### src/rtl/sra_pkg.sv
package sra_pkg;

   typedef enum logic [1:0] {
      FORM_REG_INPLACE = 2'd0,
      FORM_IMM_INPLACE = 2'd1,
      FORM_REG_SPLIT   = 2'd2,
      FORM_RESERVED    = 2'd3
   } sra_form_e;

   localparam int FLAG_Z   = 0;
   localparam int FLAG_S   = 1;
   localparam int FLAG_OV  = 2;
   localparam int FLAG_CY  = 3;
   localparam int FLAG_SAT = 4;
   localparam int FLAG_N   = 5;

   typedef struct packed {
      logic cy;
      logic ov;
      logic s;
      logic z;
   } sra_flags_t;

endpackage

### src/rtl/sra_operand_sel.sv
module sra_operand_sel
   import sra_pkg::*;
#(
   parameter int DATA_W = 32,
   parameter int IMM_W  = 8,
   parameter int IDX_W  = 5,
   localparam int AMT_W = $clog2(DATA_W)
) (
   input  logic [1:0]        form,
   input  logic [DATA_W-1:0] amt_reg,
   input  logic [IMM_W-1:0]  amt_imm,
   input  logic [IDX_W-1:0]  src_idx,
   input  logic [IDX_W-1:0]  dst_idx,
   output logic [AMT_W-1:0]  amt,
   output logic [IDX_W-1:0]  wr_idx,
   output logic              legal
);

   logic [AMT_W-1:0] imm_amt;
   logic [AMT_W-1:0] reg_amt;
   sra_form_e        form_e;

   assign form_e  = sra_form_e'(form);
   assign reg_amt = amt_reg[AMT_W-1:0];

   logic unused_reg_hi;
   assign unused_reg_hi = ^amt_reg[DATA_W-1:AMT_W];

   generate
      if (IMM_W > AMT_W) begin : g_imm_trunc
         logic unused_imm_hi;
         assign unused_imm_hi = ^amt_imm[IMM_W-1:AMT_W];
         assign imm_amt       = amt_imm[AMT_W-1:0];
      end else if (IMM_W == AMT_W) begin : g_imm_exact
         assign imm_amt = amt_imm;
      end else begin : g_imm_ext
         assign imm_amt = AMT_W'(amt_imm);
      end
   endgenerate

   always_comb begin
      amt    = reg_amt;
      wr_idx = src_idx;
      legal  = 1'b1;
      unique case (form_e)
         FORM_REG_INPLACE: begin amt = reg_amt; wr_idx = src_idx; end
         FORM_IMM_INPLACE: begin amt = imm_amt; wr_idx = src_idx; end
         FORM_REG_SPLIT:   begin amt = reg_amt; wr_idx = dst_idx; end
         default:          begin legal = 1'b0; end
      endcase
   end

endmodule

### src/rtl/sra_barrel.sv
module sra_barrel #(
   parameter int DATA_W = 32,
   localparam int AMT_W = $clog2(DATA_W),
   localparam int EXT_W = DATA_W + 1
) (
   input  logic [DATA_W-1:0] src,
   input  logic [AMT_W-1:0]  amt,
   output logic [DATA_W-1:0] res,
   output logic              cy
);

   // A guard bit below the source collects the last bit shifted out.
   logic [EXT_W-1:0] stg [0:AMT_W];
   logic             fill;

   assign fill   = src[DATA_W-1];
   assign stg[0] = {src, 1'b0};

   generate
      for (genvar k = 0; k < AMT_W; k++) begin : g_stage
         localparam int SH = 1 << k;
         assign stg[k+1] = amt[k] ? {{SH{fill}}, stg[k][EXT_W-1:SH]} : stg[k];
      end
   endgenerate

   assign res = stg[AMT_W][EXT_W-1:1];
   assign cy  = stg[AMT_W][0];

endmodule

### src/rtl/sra_flag_gen.sv
module sra_flag_gen
   import sra_pkg::*;
#(
   parameter int DATA_W = 32
) (
   input  logic [DATA_W-1:0] res,
   input  logic              cy_in,
   output sra_flags_t        flags
);

   always_comb begin
      flags.cy = cy_in;
      flags.ov = 1'b0;
      flags.s  = res[DATA_W-1];
      flags.z  = (res == '0);
   end

endmodule

### src/rtl/sra_flag_unit.sv
module sra_flag_unit
   import sra_pkg::*;
#(
   parameter int DATA_W = 32,
   parameter int IMM_W  = 8,
   parameter int IDX_W  = 5
) (
   input  logic              clk,
   input  logic              rst,
   input  logic              in_valid,
   input  logic [1:0]        in_form,
   input  logic [DATA_W-1:0] in_src,
   input  logic [DATA_W-1:0] in_amt_reg,
   input  logic [IMM_W-1:0]  in_amt_imm,
   input  logic [IDX_W-1:0]  in_src_idx,
   input  logic [IDX_W-1:0]  in_dst_idx,
   output logic              out_valid,
   output logic [DATA_W-1:0] out_result,
   output logic [IDX_W-1:0]  out_wr_idx,
   output logic              out_wr_en,
   output logic              out_cy,
   output logic              out_ov,
   output logic              out_s,
   output logic              out_z,
   output logic [FLAG_N-1:0] out_flag_mask
);

   localparam int AMT_W = $clog2(DATA_W);
   localparam logic [FLAG_N-1:0] WR_MASK =
      FLAG_N'((1 << FLAG_Z) | (1 << FLAG_S) | (1 << FLAG_OV) | (1 << FLAG_CY));

   generate
      if (DATA_W < 2 || (1 << AMT_W) != DATA_W) begin : g_bad_width
         $error("sra_flag_unit: DATA_W must be a power of two of at least 2");
      end
      if (IMM_W < 1 || IDX_W < 1) begin : g_bad_field
         $error("sra_flag_unit: IMM_W and IDX_W must be at least 1");
      end
   endgenerate

   logic [AMT_W-1:0]  sel_amt;
   logic [IDX_W-1:0]  sel_idx;
   logic              sel_legal;
   logic [DATA_W-1:0] sh_res;
   logic              sh_cy;
   sra_flags_t        flg;

   sra_operand_sel #(.DATA_W(DATA_W), .IMM_W(IMM_W), .IDX_W(IDX_W)) i_sel (
      .form    (in_form),
      .amt_reg (in_amt_reg),
      .amt_imm (in_amt_imm),
      .src_idx (in_src_idx),
      .dst_idx (in_dst_idx),
      .amt     (sel_amt),
      .wr_idx  (sel_idx),
      .legal   (sel_legal)
   );

   sra_barrel #(.DATA_W(DATA_W)) i_barrel (
      .src (in_src),
      .amt (sel_amt),
      .res (sh_res),
      .cy  (sh_cy)
   );

   sra_flag_gen #(.DATA_W(DATA_W)) i_flags (
      .res   (sh_res),
      .cy_in (sh_cy),
      .flags (flg)
   );

   always_ff @(posedge clk) begin
      if (rst) begin
         out_valid     <= 1'b0;
         out_wr_en     <= 1'b0;
         out_flag_mask <= '0;
         out_result    <= '0;
         out_wr_idx    <= '0;
         out_cy        <= 1'b0;
         out_ov        <= 1'b0;
         out_s         <= 1'b0;
         out_z         <= 1'b0;
      end else begin
         out_valid     <= in_valid;
         out_wr_en     <= in_valid & sel_legal;
         out_flag_mask <= (in_valid & sel_legal) ? WR_MASK : '0;
         if (in_valid) begin
            out_result <= sh_res;
            out_wr_idx <= sel_idx;
            out_cy     <= flg.cy;
            out_ov     <= flg.ov;
            out_s      <= flg.s;
            out_z      <= flg.z;
         end
      end
   end

   AST_VALID_FOLLOWS: assert property (@(posedge clk) disable iff (rst) in_valid |=> out_valid);
   AST_IDLE_QUIET: assert property (@(posedge clk) disable iff (rst) !in_valid |=> (!out_valid && !out_wr_en && out_flag_mask == '0));
   AST_OV_CLEARED: assert property (@(posedge clk) disable iff (rst) out_valid |-> !out_ov);
   AST_SAT_UNTOUCHED: assert property (@(posedge clk) disable iff (rst) out_valid |-> !out_flag_mask[FLAG_SAT]);
   AST_ZERO_FLAG: assert property (@(posedge clk) disable iff (rst) out_valid |-> (out_z == (out_result == '0)));
   AST_SIGN_FLAG: assert property (@(posedge clk) disable iff (rst) out_valid |-> (out_s == out_result[DATA_W-1]));
   AST_SIGN_FILL: assert property (@(posedge clk) disable iff (rst) (in_valid && in_src[DATA_W-1]) |=> out_result[DATA_W-1]);
   AST_ZERO_AMT_PASS: assert property (@(posedge clk) disable iff (rst) (in_valid && sel_amt == '0) |=> (out_result == $past(in_src) && !out_cy));
   AST_SPLIT_IDX: assert property (@(posedge clk) disable iff (rst) (in_valid && in_form == 2'd2) |=> (out_wr_en && out_wr_idx == $past(in_dst_idx)));
   AST_RSVD_NO_WRITE: assert property (@(posedge clk) disable iff (rst) (in_valid && in_form == 2'd3) |=> (!out_wr_en && out_flag_mask == '0));

endmodule

### config.mk
export PLATFORM = sky130hd
export DESIGN_NAME = sra_flag_unit
export DESIGN_NICKNAME = d
export VERILOG_FILES = /design/src/rtl/sra_pkg.sv /design/src/rtl/sra_operand_sel.sv /design/src/rtl/sra_barrel.sv /design/src/rtl/sra_flag_gen.sv /design/src/rtl/sra_flag_unit.sv
export SDC_FILE = /design/constraint.sdc
export NUM_CORES = 1
export LEC_CHECK = 0
export BUFFER_PORTS_ARGS = -buffer_cell sky130_fd_sc_hd__buf_2
export CAP_MARGIN = 20
export CORE_ASPECT_RATIO = 0.75
export CORE_MARGIN = 2
export CORE_UTILIZATION = 39
export CTS_CLUSTER_DIAMETER = 100
export DETAILED_ROUTE_END_ITERATION = 6
export PLACE_DENSITY_LB_ADDON = 0.3
export SLEW_MARGIN = 15
export SYNTH_ARGS = -nofsm -noshare
export SYNTH_HDL_FRONTEND = slang
export SYNTH_SLANG_ARGS = --single-unit
### constraint.sdc
create_clock -name clk -period 2.9 [get_ports clk]
set_input_delay 0.29 -clock clk [delete_from_list [all_inputs] [get_ports clk]]
set_output_delay 0.29 -clock clk [all_outputs]
set_load 0.02 [all_outputs]
# ---- After elaboration in Yosys (flattened, before gate mapping)
# Index checks and enable logic that the tools add are counted.
dict set report word_totals {
  register_bits 47
  latchBits 0
  mem_bits_rw 0
  mem_bits_ro 0
  in_bits 87
  output_inout_bits 48
  word_cells 23
  n_memories 0
}
dict set report classes {
  n_addsub 0
  n_mul 0
  div_mod_pow 0
  order_cmp 0
  n_eq_ne 2
  shifts 0
  n_mux 9
  bitwise_logic 1
  reduce_logical 3
}
# operator count
set op_table {}
lappend op_table {{32-bit 2-to-1 mux} 5}
lappend op_table {{32-bit logical NOT} 1}
lappend op_table {{5-bit 2-to-1 mux} 2}
lappend op_table {{4-bit 2-to-1 mux} 1}
lappend op_table {{3-bit OR reduction} 1}
lappend op_table {{2-bit by 1-bit equality test with 1-bit output, second input constant} 1}
lappend op_table {{2-bit equality test, second input constant} 1}
lappend op_table {{2-bit logical NOT} 1}
lappend op_table {{1-bit AND} 1}
lappend op_table {{1-bit 2-to-1 mux} 1}

# ---- Logic depth before layout (Yosys ltp)
dict set report depth {
  depth_word 8
  ltp_mapped 13
}

# ---- By module
# Synthesis repeated with hierarchy kept, for this count alone.
dict set report unflattened {
  hier_cells 430
  area_unflattened_um2 4184.0
}
# module n_inst cells_each area_each_um2 seq_area_each_um2
set modules_own_cells {}
lappend modules_own_cells {sra_barrel 1 259 2334.7 0.0}
lappend modules_own_cells {sra_flag_unit 1 143 1591.5 860.8}
lappend modules_own_cells {sra_operand_sel 1 13 158.9 0.0}
lappend modules_own_cells {sra_flag_gen 1 15 98.8 0.0}

# ---- Least setup slack after synthesis
# No wires, ideal clock.
dict set report synth_path {
  path_kind {input to register}
  startpoint {in in_form[1]}
  endpoint {reg out_z}
  setup_time_ns 0.092
  arrival_ns 2.539
  required_ns 2.808
  slack_ns 0.268
  cell_stages 11
  path_cell_list {nand2b_2 > buf_4 > a21oi_1 > buf_2 > mux2i_1 > mux2i_1 > o21a_1 > a221o_1 > a211oi_1 > nand4_1 > o32ai_1}
}
dict set report synth_between {
  elab_chain_len 8
}
# element line
set synth_lines {}
lappend synth_lines {{from (decl)} sra_flag_unit.sv:11} ;# input logic [1:0] in_form,
lappend synth_lines {{2-bit by 1-bit equality test with 1-bit output *} sra_operand_sel.sv:45} ;# unique case (form_e)
lappend synth_lines {{5-bit 2-to-1 mux *} sra_operand_sel.sv:45}
lappend synth_lines {{32-bit 2-to-1 mux (4 in series)} sra_barrel.sv:22} ;# assign stg[k+1] = amt[k] ? {{SH{fill}}, stg[k][EXT_W-1:SH]} : stg[k];
lappend synth_lines {{32-bit 2-to-1 mux *} sra_barrel.sv:22}
lappend synth_lines {{32-bit logical NOT *} sra_flag_gen.sv:15} ;# flags.z = (res == '0);
lappend synth_lines {{to (signal assigned)} sra_flag_unit.sv:93} ;# out_z <= flg.z;
lappend synth_lines {{to (decl)} sra_flag_unit.sv:24} ;# output logic out_z,
# Every way passes the cells marked *; elsewhere a longest branch is shown, timed or not.
# A chain may end at the register's enable or synchronous reset.

# ---- Final worst setup path
# Ends and elaborated chain as after synthesis.

==> impl_table.tex <==
\begin{tabular}{lr}
\hline
Metric & Value \\
\hline
\multicolumn{2}{l}{\textbf{Logic synthesis}} \\
\quad Synthesized area divided by synthesized cell count & 7.71 sq um \\
\quad Seq cells post-synth & 41 \\
\quad Share of synthesized area occupied by flip-flops and latches & a little over a fifth \\
\quad Cell area after technology mapping & 3850 sq um \\
\quad Number of flops mapped to enable cells by yosys & 0 \\
\quad Yosys warnings & 0 \\
\quad Post-synthesis cell count & 500 \\
\quad FFs w/ async S/R, synth & 0\% \\
\quad Number of distinct library cells after synthesis & between 50 and 60 \\
\quad Top FF cell, synth & sky130\_fd\_sc\_hd\_\_dfxtp\_1 \\
\multicolumn{2}{l}{\textbf{Drt}} \\
\quad \# DRC & 0 \\
\quad Final WL & 14.3 mm \\
\quad TritonRoute pass-1 iters & 5 \\
\quad Routed len/inst & 17.7 um \\
\quad Detail Route Antenna Nets & 0 \\
\quad Total via count in the routed design & between 4k and 5k \\
\quad Detail-routed via count per cell & 5.94 \\
\quad Number of design-rule violations left by the first detailed-router iteration & approximately 450 \\
\multicolumn{2}{l}{\textbf{Final layout}} \\
\quad Number of nets at the end of the flow & between 700 and 800 \\
\quad Fin cells & 808 \\
\quad Layout Area Growth over Synthesis & 44.1\% \\
\quad Leading cell type in the layout, fill and taps excluded & sky130\_fd\_sc\_hd\_\_buf\_4 \\
\quad Multi-input logic area & 2860 sq um \\
\quad Sequential cell area & 821 sq um \\
\quad Diodes inserted & 0 \\
\quad Final cell area excluding filler cells & roughly 5600 sq um \\
\quad Leading cell types in the layout, fill and taps excluded & sky130\_fd\_sc\_hd\_\_buf\_4, sky130\_fd\_sc\_hd\_\_buf\_2, sky130\_fd\_sc\_hd\_\_nor2\_1 \\
\quad Proportion of layout cells with a drive suffix above 1 & 43.3\% \\
\quad Fillers & 945 \\
\multicolumn{2}{l}{\textbf{Die}} \\
\quad Die ar. & 10700 sq um \\
\quad Top-level I/O count & 135 \\
\quad Initial cell density of the core & 40.1\% \\
\quad Core Area & 9620 sq um \\
\quad Die Span X & between 100 and 150 um \\
\quad Height of the die & 90.1 um \\
\quad Row count & 31 \\
\multicolumn{2}{l}{\textbf{Setup path}} \\
\quad Max FO, Critical Path & 13 \\
\quad Critical register-to-register path startpoint & out\_result[12] \\
\quad FF-to-FF path depth & 2 \\
\quad Endpoint of the lowest-slack register-to-register path & out\_result[12] \\
\quad Crit path DAT & 3.06 ns \\
\quad Worst setup path class & input pin to register \\
\quad Required time of the worst setup path & 3.07 ns \\
\quad Most used cell along the critical path & sky130\_fd\_sc\_hd\_\_buf\_4 \\
\quad List of cells traversed by the critical path & buf\_2 > nand2b\_2 > a21o\_4 > buf\_4 > a2111oi\_0 > buf\_4 > nor4\_1 > buf\_4 > nor2\_1 > o32a\_1 > nor4bb\_1 > nand4\_1 > o32ai\_1 \\
\quad Crit-path slowest cell & sky130\_fd\_sc\_hd\_\_a2111oi\_0 \\
\quad Kind of start point of the critical path & input pin \\
\quad Delay of the slowest cell on the worst path & 0.46 ns \\
\quad Reg-to-reg slack, setup & 2.11 ns \\
\quad Sort of element at the end of the critical path & register \\
\multicolumn{2}{l}{\textbf{Clocking}} \\
\quad H-Tree Level Count & 2 \\
\quad Master cell of the clock root buffer & sky130\_fd\_sc\_hd\_\_clkbuf\_16 \\
\quad Number of CTS-inserted buffers & 5 \\
\quad Clock tree buffer depth & 2 \\
\quad Clock tree from TritonCTS & built \\
\quad Number of clock sinks & 41 \\
\quad Clock insertion delay at the later pin of the skew report & 0.28 ns \\
\quad Cts-stage hold buffer count & 0 \\
\quad Clock transition at the register clock pins on the worst setup and hold paths after CTS & 0.06 ns \\
\multicolumn{2}{l}{\textbf{Timing}} \\
\quad Final number of setup-violating endpoints & 0 \\
\quad Slew @ Worst Pin & about 0.69 ns \\
\quad Max Slew Vio Count & 0 \\
\quad Relative slew margins & 54.1\% \\
\quad Final setup TNS & 0 ns \\
\quad Maximum clock frequency & 346 MHz \\
\quad Final hold violation count & 0 \\
\quad Setup repair after global routing missed its margin & yes \\
\quad Final period demand of the worst path & 2.89 ns \\
\quad Post-route clock skew & 0 ns \\
\quad Final period util & between 90\% and 100\% \\
\multicolumn{2}{l}{\textbf{GRT}} \\
\quad Initial antenna violation count & 0 \\
\quad Total grt overflow & 0 \\
\quad Pin count of the biggest net entering global routing & 36 \\
\quad First-pass GRT wire length & approximately 23 mm \\
\quad Via count of the first global-routing pass & $\sim$4.5k \\
\quad Overall track demand over capacity in global routing & roughly 26\% \\
\multicolumn{2}{l}{\textbf{Hold path}} \\
\quad Terminating pin of the worst hold path & out\_flag\_mask[2] \\
\quad Hold path cells & 3 \\
\quad Worst min-delay path category & input pin to register \\
\quad Critical hold path startpoint & in\_form[1] \\
\multicolumn{2}{l}{\textbf{Place}} \\
\quad Post-place instance area & 5170 sq um \\
\quad Buffers on Ports & $\sim$100 \\
\quad Gpl congestion & around 0.96 \\
\quad DP Wirelength & 11.0 mm \\
\quad Number of cells in the design after placement & a little under 800 \\
\multicolumn{2}{l}{\textbf{Power}} \\
\quad Maximum vdd ir drop & approximately 0.00025 V \\
\quad Static Leak & around 0.0025 uW \\
\quad Power per cell area & 438 nW/um\^{}2 \\
\multicolumn{2}{l}{\textbf{Outcome}} \\
\quad Result of the run & finished, final reports clean \\
\multicolumn{2}{l}{\textbf{Flow run}} \\
\quad Number of maximum-capacitance violations & 0 \\
\hline
\end{tabular}
-- how the worst max path moves through the flow --
stage / startpoint / endpoint / slack, ns / depth (start not counted)
floorplan: in_form[1] / out_z / 0.27 / 11
global placement: in_form[1] / out_z / -0.28 / 13
detailed placement: in_form[1] / out_z / -0.36 / 13
CTS: in_form[1] / out_z / 0.008 / 13
global route: in_form[1] / out_z / -0.17 / 11
finish: in_form[1] / out_z / 0.01 / 13
-- per-layer routing --
metal | GRT usage [%] | up-vias | wire length (um)
li1 | - | 2296 | -
met1 | 39.4 | 2291 | 7000
met4 | 4.17 | 0 | 138
met5 | 0 | - | 0
met2 | 38.5 | 195 | 6260
met3 | 2.92 | 17 | 910
-- metrics by stage --
step	worst slack (ns)	utilization, %	total power [uW]	hold slack [ns]
after global placement	-0.284	53.8	1720	0.455
after global routing	-0.167	57.7	2570	0.355
final	0.0133	57.7	2430	0.335
after detailed placement	-0.358	53.8	1740	0.463
after floorplan	0.268	-	1250	0.382
after CTS	0.00831	55.7	2360	0.329
-- cell families after synthesis --
family | share of synthesized area, %
mux | 14.5
other cells | 0.0973
simple gates | 15.5
buf+inv | 9.77
flops | 21.3
compound gates | 38.8
-- synth_stat cells (3+ instances only) --
master	n	area [sq um]
sky130_fd_sc_hd__o21a_1	5	37.5
sky130_fd_sc_hd__o221ai_1	6	52.6
sky130_fd_sc_hd__clkbuf_1	32	120
sky130_fd_sc_hd__o221a_2	4	45.0
sky130_fd_sc_hd__a21o_1	6	45.0
sky130_fd_sc_hd__o211ai_1	6	45.0
sky130_fd_sc_hd__nor3_1	10	50.1
sky130_fd_sc_hd__buf_4	8	60.1
sky130_fd_sc_hd__a21oi_2	3	26.3
sky130_fd_sc_hd__buf_2	12	60.1
sky130_fd_sc_hd__a21oi_1	26	130
sky130_fd_sc_hd__a31o_2	3	26.3
sky130_fd_sc_hd__a211oi_1	55	413
sky130_fd_sc_hd__buf_6	4	45.0
sky130_fd_sc_hd__inv_1	22	82.6
sky130_fd_sc_hd__nor2_1	63	236
sky130_fd_sc_hd__mux2_2	7	78.8
sky130_fd_sc_hd__o211a_1	4	40.0
sky130_fd_sc_hd__nand3_1	3	15.0
sky130_fd_sc_hd__mux2i_1	40	400
sky130_fd_sc_hd__o22ai_1	10	62.6
sky130_fd_sc_hd__o21ai_0	14	70.1
sky130_fd_sc_hd__mux4_2	3	67.6
sky130_fd_sc_hd__a31oi_1	4	25.0
sky130_fd_sc_hd__a2111oi_0	29	254
sky130_fd_sc_hd__nor4_1	7	43.8
sky130_fd_sc_hd__a22oi_1	4	30.0
sky130_fd_sc_hd__nand2_1	28	105
sky130_fd_sc_hd__dfxtp_1	41	821
-- where the power goes --
part,switching [uW],leakage [uW],internal (uW)
clock,213,0.0000797,399
sequential,24.0,0.000340,611
combinational,654,0.00211,533
-- critical path: cells and delay by family --
kind                   cells  cell delay [ns]
AOI/OAI and AO/OA          4             1.14
and+or+nand+nor            5             0.99
buffers and inverters      4             0.61
-- flip-flops by register name (all words and copies together), names as in the netlist --
name / count
out_result: 32
out_wr_idx: 5
out_cy: 1
out_flag_mask: 1
out_valid: 1
out_z: 1
-- layout make-up --
class / instances / share of cell area [%]
clock buffers: 5 / 2.25
clock inverters: 2 / 0.631
inverters: 23 / 1.55
flip-flops and latches: 41 / 14.8
repair buffers: 225 / 26.3
multi-input cells: 380 / 51.5
well taps: 132 / 2.97
-- what timing repair did --
action	4_1_cts	5_1_grt
pin swaps	0	3
gates resized for setup	9	40
setup buffers	0	5
endpoints found under the setup margin	1	4
hold endpoints to repair	0	0
(Power assumes the default switching activity.)
